## src/rtl/sb_pkg.sv

```systemverilog
package sb_pkg;
   // Lifecycle of one execution-unit entry
   typedef enum logic [1:0] {
      PH_IDLE = 2'd0,  // no instruction held
      PH_WAIT = 2'd1,  // issued, operands not yet read
      PH_EXEC = 2'd2,  // operands read, unit computing
      PH_DONE = 2'd3   // result ready, awaiting writeback grant
   } fu_phase_e;
endpackage

```

## src/rtl/sb_fu_entry.sv

```systemverilog
module sb_fu_entry
   import sb_pkg::*;
#(
   parameter int NUM_FU  = 4,
   parameter int NUM_REG = 32,
   parameter int OP_W    = 4,
   localparam int FU_W   = (NUM_FU > 1) ? $clog2(NUM_FU) : 1,
   localparam int REG_W  = (NUM_REG > 1) ? $clog2(NUM_REG) : 1
) (
   input  logic             clk,
   input  logic             rst_n,
   input  logic             issue_en,
   input  logic [OP_W-1:0]  iss_op,
   input  logic [REG_W-1:0] iss_dst,
   input  logic [REG_W-1:0] iss_src1,
   input  logic [REG_W-1:0] iss_src2,
   input  logic             iss_q1_v,
   input  logic [FU_W-1:0]  iss_q1,
   input  logic             iss_q2_v,
   input  logic [FU_W-1:0]  iss_q2,
   input  logic             rd_take,
   input  logic             ex_done,
   input  logic             wb_take,
   input  logic             bc_v,
   input  logic [FU_W-1:0]  bc_unit,
   output fu_phase_e        phase,
   output logic [OP_W-1:0]  op,
   output logic [REG_W-1:0] dst,
   output logic [REG_W-1:0] src1,
   output logic [REG_W-1:0] src2,
   output logic             rdy1,
   output logic             rdy2
);
   fu_phase_e        phase_q;
   logic [OP_W-1:0]  op_q;
   logic [REG_W-1:0] dst_q, s1_q, s2_q;
   logic [FU_W-1:0]  q1_q, q2_q;
   logic             q1v_q, q2v_q, r1_q, r2_q;

   always_ff @(posedge clk) begin
      if (!rst_n) begin
         phase_q <= PH_IDLE;
         op_q    <= '0;
         dst_q   <= '0;
         s1_q    <= '0;
         s2_q    <= '0;
         q1_q    <= '0;
         q2_q    <= '0;
         q1v_q   <= 1'b0;
         q2v_q   <= 1'b0;
         r1_q    <= 1'b0;
         r2_q    <= 1'b0;
      end else if (issue_en) begin
         phase_q <= PH_WAIT;
         op_q    <= iss_op;
         dst_q   <= iss_dst;
         s1_q    <= iss_src1;
         s2_q    <= iss_src2;
         q1_q    <= iss_q1;
         q2_q    <= iss_q2;
         q1v_q   <= iss_q1_v;
         q2v_q   <= iss_q2_v;
         r1_q    <= !iss_q1_v;
         r2_q    <= !iss_q2_v;
      end else if (wb_take) begin
         phase_q <= PH_IDLE;
         q1v_q   <= 1'b0;
         q2v_q   <= 1'b0;
         r1_q    <= 1'b0;
         r2_q    <= 1'b0;
      end else begin
         if (rd_take) begin
            // operands leave the register file; stop blocking later writers
            phase_q <= PH_EXEC;
            r1_q    <= 1'b0;
            r2_q    <= 1'b0;
         end else if (ex_done && phase_q == PH_EXEC) begin
            phase_q <= PH_DONE;
         end
         if (bc_v && q1v_q && q1_q == bc_unit) begin
            q1v_q <= 1'b0;
            r1_q  <= 1'b1;
         end
         if (bc_v && q2v_q && q2_q == bc_unit) begin
            q2v_q <= 1'b0;
            r2_q  <= 1'b1;
         end
      end
   end

   assign phase = phase_q;
   assign op    = op_q;
   assign dst   = dst_q;
   assign src1  = s1_q;
   assign src2  = s2_q;
   assign rdy1  = r1_q;
   assign rdy2  = r2_q;
endmodule

```

## src/rtl/sb_reg_status.sv

```systemverilog
module sb_reg_status #(
   parameter int NUM_FU  = 4,
   parameter int NUM_REG = 32,
   localparam int FU_W   = (NUM_FU > 1) ? $clog2(NUM_FU) : 1,
   localparam int REG_W  = (NUM_REG > 1) ? $clog2(NUM_REG) : 1
) (
   input  logic                 clk,
   input  logic                 rst_n,
   input  logic                 set_en,
   input  logic [REG_W-1:0]     set_reg,
   input  logic [FU_W-1:0]      set_unit,
   input  logic                 clr_en,
   input  logic [REG_W-1:0]     clr_reg,
   input  logic [1:0][REG_W-1:0] src_reg,
   output logic [1:0]           src_pend,
   output logic [1:0][FU_W-1:0] src_unit,
   input  logic [REG_W-1:0]     chk_reg,
   output logic                 chk_pend
);
   logic [NUM_REG-1:0]           pend_q;
   logic [NUM_REG-1:0][FU_W-1:0] unit_q;

   for (genvar g = 0; g < NUM_REG; g++) begin : g_slot
      always_ff @(posedge clk) begin
         if (!rst_n) begin
            pend_q[g] <= 1'b0;
            unit_q[g] <= '0;
         end else if (set_en && set_reg == REG_W'(g)) begin
            pend_q[g] <= 1'b1;
            unit_q[g] <= set_unit;
         end else if (clr_en && clr_reg == REG_W'(g)) begin
            pend_q[g] <= 1'b0;
         end
      end
   end

   for (genvar p = 0; p < 2; p++) begin : g_rd
      assign src_pend[p] = pend_q[src_reg[p]];
      assign src_unit[p] = unit_q[src_reg[p]];
   end
   assign chk_pend = pend_q[chk_reg];
endmodule

```

## src/rtl/sb_wb_arbiter.sv

```systemverilog
module sb_wb_arbiter #(
   parameter int NUM_FU = 4,
   localparam int FU_W  = (NUM_FU > 1) ? $clog2(NUM_FU) : 1
) (
   input  logic [NUM_FU-1:0] req,
   output logic [NUM_FU-1:0] grant,
   output logic              any,
   output logic [FU_W-1:0]   idx
);
   always_comb begin
      any = 1'b0;
      idx = '0;
      for (int i = NUM_FU - 1; i >= 0; i--) begin
         if (req[i]) begin
            any = 1'b1;
            idx = FU_W'(i);
         end
      end
      grant = '0;
      if (any) grant[idx] = 1'b1;
   end
endmodule

```

## src/rtl/sb_hazard_ctrl.sv

```systemverilog
module sb_hazard_ctrl
   import sb_pkg::*;
#(
   parameter int NUM_FU  = 4,
   parameter int NUM_REG = 32,
   parameter int OP_W    = 4,
   localparam int FU_W   = (NUM_FU > 1) ? $clog2(NUM_FU) : 1,
   localparam int REG_W  = (NUM_REG > 1) ? $clog2(NUM_REG) : 1
) (
   input  logic                   clk,
   input  logic                   rst_n,
   input  logic                   in_valid,
   output logic                   in_ready,
   input  logic [FU_W-1:0]        in_unit,
   input  logic [OP_W-1:0]        in_op,
   input  logic [REG_W-1:0]       in_dst,
   input  logic [REG_W-1:0]       in_src1,
   input  logic [REG_W-1:0]       in_src2,
   input  logic [NUM_FU-1:0]      ex_done,
   output logic [NUM_FU-1:0]      rd_grant,
   output logic [NUM_FU-1:0]      wr_grant,
   output logic [NUM_FU*OP_W-1:0] fu_op
);
   if (NUM_FU < 2)  begin : g_bad_fu  $error("NUM_FU must be at least 2");  end
   if (NUM_REG < 2) begin : g_bad_reg $error("NUM_REG must be at least 2"); end
   if (OP_W < 1)    begin : g_bad_op  $error("OP_W must be at least 1");    end

   fu_phase_e        ph    [NUM_FU];
   logic [OP_W-1:0]  f_op  [NUM_FU];
   logic [REG_W-1:0] f_dst [NUM_FU];
   logic [REG_W-1:0] f_s1  [NUM_FU];
   logic [REG_W-1:0] f_s2  [NUM_FU];
   logic [NUM_FU-1:0] f_r1, f_r2, busy, war_blk, wb_req;

   logic                  wb_any;
   logic [FU_W-1:0]       wb_idx;
   logic                  fire, unit_ok, dst_pend;
   logic [1:0]            s_pend;
   logic [1:0][FU_W-1:0]  s_unit;
   logic                  q1_v, q2_v;

   // unit index range check only needed when NUM_FU is not a power of two
   if (NUM_FU == (1 << FU_W)) begin : g_full_idx
      assign unit_ok = 1'b1;
   end else begin : g_part_idx
      assign unit_ok = (in_unit < FU_W'(NUM_FU));
   end

   assign in_ready = unit_ok && !busy[in_unit] && !dst_pend;
   assign fire     = in_valid && in_ready;

   // a producer written back this very cycle no longer owes the value
   assign q1_v = s_pend[0] && !(wb_any && s_unit[0] == wb_idx);
   assign q2_v = s_pend[1] && !(wb_any && s_unit[1] == wb_idx);

   sb_reg_status #(.NUM_FU(NUM_FU), .NUM_REG(NUM_REG)) i_regstat (
      .clk      (clk),
      .rst_n    (rst_n),
      .set_en   (fire),
      .set_reg  (in_dst),
      .set_unit (in_unit),
      .clr_en   (wb_any),
      .clr_reg  (f_dst[wb_idx]),
      .src_reg  ({in_src2, in_src1}),
      .src_pend (s_pend),
      .src_unit (s_unit),
      .chk_reg  (in_dst),
      .chk_pend (dst_pend)
   );

   for (genvar u = 0; u < NUM_FU; u++) begin : g_fu
      sb_fu_entry #(.NUM_FU(NUM_FU), .NUM_REG(NUM_REG), .OP_W(OP_W)) i_entry (
         .clk      (clk),
         .rst_n    (rst_n),
         .issue_en (fire && in_unit == FU_W'(u)),
         .iss_op   (in_op),
         .iss_dst  (in_dst),
         .iss_src1 (in_src1),
         .iss_src2 (in_src2),
         .iss_q1_v (q1_v),
         .iss_q1   (s_unit[0]),
         .iss_q2_v (q2_v),
         .iss_q2   (s_unit[1]),
         .rd_take  (rd_grant[u]),
         .ex_done  (ex_done[u]),
         .wb_take  (wr_grant[u]),
         .bc_v     (wb_any),
         .bc_unit  (wb_idx),
         .phase    (ph[u]),
         .op       (f_op[u]),
         .dst      (f_dst[u]),
         .src1     (f_s1[u]),
         .src2     (f_s2[u]),
         .rdy1     (f_r1[u]),
         .rdy2     (f_r2[u])
      );
      assign busy[u]                 = (ph[u] != PH_IDLE);
      assign rd_grant[u]             = (ph[u] == PH_WAIT) && f_r1[u] && f_r2[u];
      assign wb_req[u]               = (ph[u] == PH_DONE) && !war_blk[u];
      assign fu_op[u*OP_W +: OP_W]   = f_op[u];
   end

   // WAR: hold a writer while another entry still has to read the old value
   always_comb begin
      war_blk = '0;
      for (int u = 0; u < NUM_FU; u++) begin
         for (int v = 0; v < NUM_FU; v++) begin
            if (u != v) begin
               if ((f_r1[v] && f_s1[v] == f_dst[u]) ||
                   (f_r2[v] && f_s2[v] == f_dst[u]))
                  war_blk[u] = 1'b1;
            end
         end
      end
   end

   sb_wb_arbiter #(.NUM_FU(NUM_FU)) i_arb (
      .req   (wb_req),
      .grant (wr_grant),
      .any   (wb_any),
      .idx   (wb_idx)
   );
endmodule

```

## config.mk

```make
export PLATFORM = sky130hd
export DESIGN_NAME = sb_hazard_ctrl
export DESIGN_NICKNAME = d
export VERILOG_FILES = /design/src/rtl/sb_pkg.sv /design/src/rtl/sb_fu_entry.sv /design/src/rtl/sb_reg_status.sv /design/src/rtl/sb_wb_arbiter.sv /design/src/rtl/sb_hazard_ctrl.sv
export SDC_FILE = /design/constraint.sdc
export NUM_CORES = 1
export LEC_CHECK = 0
export BUFFER_PORTS_ARGS = -buffer_cell sky130_fd_sc_hd__buf_2
export CAP_MARGIN = 20
export CORE_MARGIN = 2
export CORE_UTILIZATION = 24
export DETAILED_ROUTE_END_ITERATION = 8
export PLACE_DENSITY = 0.46
export SKIP_CTS_REPAIR_TIMING = 1
export SLEW_MARGIN = 0
export SYNTH_ARGS = -nofsm -noshare
export SYNTH_HDL_FRONTEND = slang
export SYNTH_SLANG_ARGS = --single-unit
```

## constraint.sdc

```tcl
create_clock -name clk -period 3.4 [get_ports clk]
set_input_delay 0.68 -clock clk [delete_from_list [all_inputs] [get_ports clk]]
set_output_delay 0.68 -clock clk [all_outputs]
set_load 0.01 [all_outputs]
```

==> flow_summary_export.csv <==
group,metric,value,unit
floorplan,die_w,227,um
layout,finalNonFillerCells,2094,
drt,vias,10200,
floorplan,io_pins,53,
drt,routed_wl,42000,um
worst_setup_path,path_cells,"buf_6, mux4_2, mux4_2, mux2_4, a211oi_4, buf_6, buf_4",
clock_tree,htreeDepth,1,
yosys,synth-main-ff-cell,"dfxtp_1",
placement,placed_cells,2044,
floorplan,die_h,227,um
layout,fin_util,0.299,
global_route,grt_pass1_vias,9974,
power_and_ir_drop,leakage,0.00631,uW
clock_tree,clockRootBuffer,"clkbuf_16",
worst_setup_path,crit_slowest_cell,"mux4_2",
worst_setup_path,crit_arrival,2640,ps
clock_tree,cts_tree,"yes",
timing,slew_headroom,0.457,
worst_setup_path,path_max_fanout,11,
worst_setup_path,r2r_cells,11,
layout,fin_nets,1441,
worst_setup_path,ff2ff_setup_slack,200,ps
yosys,seq_area_frac_synth,0.356,
yosys,syn_avg_cell_area,9.13,sq um
worst_setup_path,crit_family,"multiplexers",
timing,fin_crit_sh,0.977,
worst_setup_path,crit_buf_inv,3,
worst_setup_path,path_class,"input port to primary output",
drt,vias_per_cell,4.85,
worst_setup_path,cp-end-kind,"primary output",
drt,postRouteAntennaNets,0,
yosys,async_flop_share,0,
timing,tightest_slew,814,ps
placement,port_buffers,52,
hold_path,min_from,"in_op[2]",
worst_setup_path,crit_required,2720,ps
power_and_ir_drop,ir_worst_vdd,0.000322,V
worst_setup_path,start_kind,"input port",
clock_tree,clock_sinks,212,
timing,fin_worst_skew,17.3,ps
layout,fillers,5211,
global_route,antenna_found_initial,0,
timing,report.final.hold_viol_count,0,
status,status,"finished clean",
timing,fmax,301,MHz
hold_path,hold_depth,3,
placement,finalWeightedCongestion,0.892,
floorplan,initial_core_util,0.243,
layout,area_growth,23.0,%
layout,diodes,0,
worst_setup_path,r2r-start,"g_fu[3].i_entry.dst[2]",
drt,drt_iter0_drc,779,
floorplan,rows,81,
clock_tree,insertion_delay,550,ps
clock_tree,clk_pin_slew,60,ps
floorplan,coreArea,49100,sq um
yosys,syn_area,11900,sq um
yosys,syn-instance-count,1307,
power_and_ir_drop,power,5970,uW
worst_setup_path,regToRegEndpoint,"i_regstat.pend_q[12]",
yosys,synth_nets,1335,
hold_path,hold_class,"input port to register",
drt,firstDrtPassIters,5,
global_route,grt_start_max_net_pins,71,
floorplan,die_area,51500,sq um
clock_tree,max-clock-path-buffers,3,
clock_tree,cts-buffers-inserted,24,
timing,whs,418,ps
global_route,grt_pass1_wl,63900,um
power_and_ir_drop,pwr_density_cell,407,nW/um^2
yosys,yosysWarnings,0,
timing,setup_viol,0,
global_route,grt-ovfl-total,0,
timing,maxSlewViolCount,0,
timing,min_period,3320,ps
yosys,synth_edf_count,0,
worst_setup_path,max_stage_delay,530,ps
layout,final_layout_size_suffix_gt1_frac,0.245,
drt,wl_per_cell,20.1,um
drt,drc,0,
global_route,grt_usage,0.163,
hold_path,whs_endpoint,"g_fu[2].i_entry.op[2]",
yosys,ys_ff_latch,212,
placement,dp_hpwl,30400,um
yosys,yosys.cell_types.count,54,
flow_run,cap_viol_max_count,0,
==> routing by layer <==
layer	wire (um)	vias to the layer above	share of wire	global-route usage
li1	-	4819	-	-
met1	20100	5068	0.48	0.233
met2	19400	226	0.46	0.265
met3	1720	52	0.041	0.0207
met4	721	0	0.017	0.0295
met5	0	-	0	0
==> sequential cells by signal, summed over array words and instances (netlist names) <==
| signal | cells |
|---|---|
| g_fu.i_entry.dst | 20 |
| g_fu.i_entry.op | 16 |
| g_fu.i_entry.phase | 8 |
| g_fu.i_entry.q1_q | 8 |
| g_fu.i_entry.q1v_q | 4 |
| g_fu.i_entry.q2_q | 8 |
| g_fu.i_entry.q2v_q | 4 |
| g_fu.i_entry.rdy1 | 4 |
| g_fu.i_entry.rdy2 | 4 |
| g_fu.i_entry.src1 | 20 |
| g_fu.i_entry.src2 | 20 |
| i_regstat.pend_q | 32 |
| i_regstat.unit_q | 64 |
==> tightest hold or removal path: stages <==
cell and delay (ps):
buf_2 130, nand2_1 60, a21oi_1 50
==> cells by family after synthesis <==
family                 after synthesis  share of synthesized area
AO/OA/AOI/OAI                      172                     0.0926
AND/OR/NAND/NOR                    464                      0.177
XOR/XNOR                           130                     0.0954
buffers and inverters              152                     0.0569
flip-flops                         212                      0.356
multiplexers                       177                      0.222
==> per-stage QoR <==
step | worst slack (ps) | cell area [sq um] | setup TNS [ps]
4_1_cts | -520 | 14500 | -2200
3_5_place_dp | -299 | 13700 | -38800
2_1_floorplan | -4.64 | 12000 | -31.9
3_3_place_gp | -237 | 13700 | -25640
6_report | 77.7 | 14700 | 0
5_1_grt | -3.88 | 14700 | -3.88
==> area by class of cell <==
type | count | area [sq um] | share of cell area
clock buffers | 33 | 716 | 0.0487
well taps | 664 | 831 | 0.0566
multi-input cells | 943 | 7110 | 0.484
repair buffers | 199 | 1550 | 0.105
flip-flops and latches | 212 | 4270 | 0.291
clock inverters | 10 | 82.6 | 0.00562
inverters | 33 | 126 | 0.00861
==> worst max path at each step <==
| stage | from | to | cells after the start |
|---|---|---|---|
| global route | g_fu[2].i_entry.dst[2] | wr_grant[3] | 10 |
| finish | in_dst[0] | in_ready | 7 |
| detailed placement | in_dst[0] | i_regstat.pend_q[21] | 12 |
| CTS | g_fu[1].i_entry.dst[4] | wr_grant[2] | 10 |
| global placement | in_dst[0] | i_regstat.pend_q[21] | 12 |
| floorplan | in_dst[0] | g_fu[0].i_entry.src1[2] | 12 |
==> synth_stat cells, types with 4 or more instances <==
master,number,area share
dfxtp_1,212,0.36
nor2_1,150,0.047
nand2_1,140,0.044
xor2_1,106,0.078
mux2i_1,102,0.086
clkbuf_1,73,0.023
mux4_2,70,0.13
a21oi_1,61,0.026
nand3_1,54,0.023
inv_1,30,0.0094
nor3_1,27,0.011
o21ai_0,27,0.011
nor4_1,24,0.013
xnor2_1,24,0.018
a31oi_1,19,0.010
buf_2,18,0.0075
nand2b_1,14,0.0073
a41oi_1,13,0.0095
and3_1,13,0.0068
buf_4,13,0.0082
and2_1,11,0.0058
a32oi_1,10,0.0073
buf_1,10,0.0031
a32o_1,9,0.0075
nor2b_1,9,0.0047
o22ai_1,8,0.0042
buf_6,5,0.0047
mux2_2,5,0.0047
nand4b_1,5,0.0037
a211oi_1,4,0.0025
nand4_1,4,0.0021
==> layout by cell type, fill, tap and decap left out, types with 3 or more instances in the layout <==
cell and instances:
dfxtp_1 202, nor2_1 149, nand2_1 137, buf_4 133, xor2_1 106, mux2i_1 102
mux4_2 70, a21oi_1 61, nand3_1 54, buf_2 49, nor3_1 27, inv_1 27
o21ai_0 26, clkbuf_16 25, xnor2_1 24, a31oi_1 19, nor4_1 18, nand2b_1 14
and3_1 13, a41oi_1 13, buf_12 13, a32oi_1 10, and2_1 10, nor2b_1 9
a32o_1 9, o22ai_1 8, clkinv_2 7, nor4_2 6, clkbuf_8 6, inv_2 5
nand4b_1 5, dfxtp_2 5, dfxtp_4 5, mux2_2 4, nand4_1 4, buf_6 4
o21a_1 3, a21boi_0 3
==> power by group <==
group | internal, uW | leakage, uW | switching [uW]
combinational | 294 | 0.00418 | 390
clock | 1550 | 0.000403 | 1130
sequential | 2540 | 0.00172 | 74.3
total | 4380 | 0.00631 | 1600
Note: power is estimated with default switching activity, not from simulation.
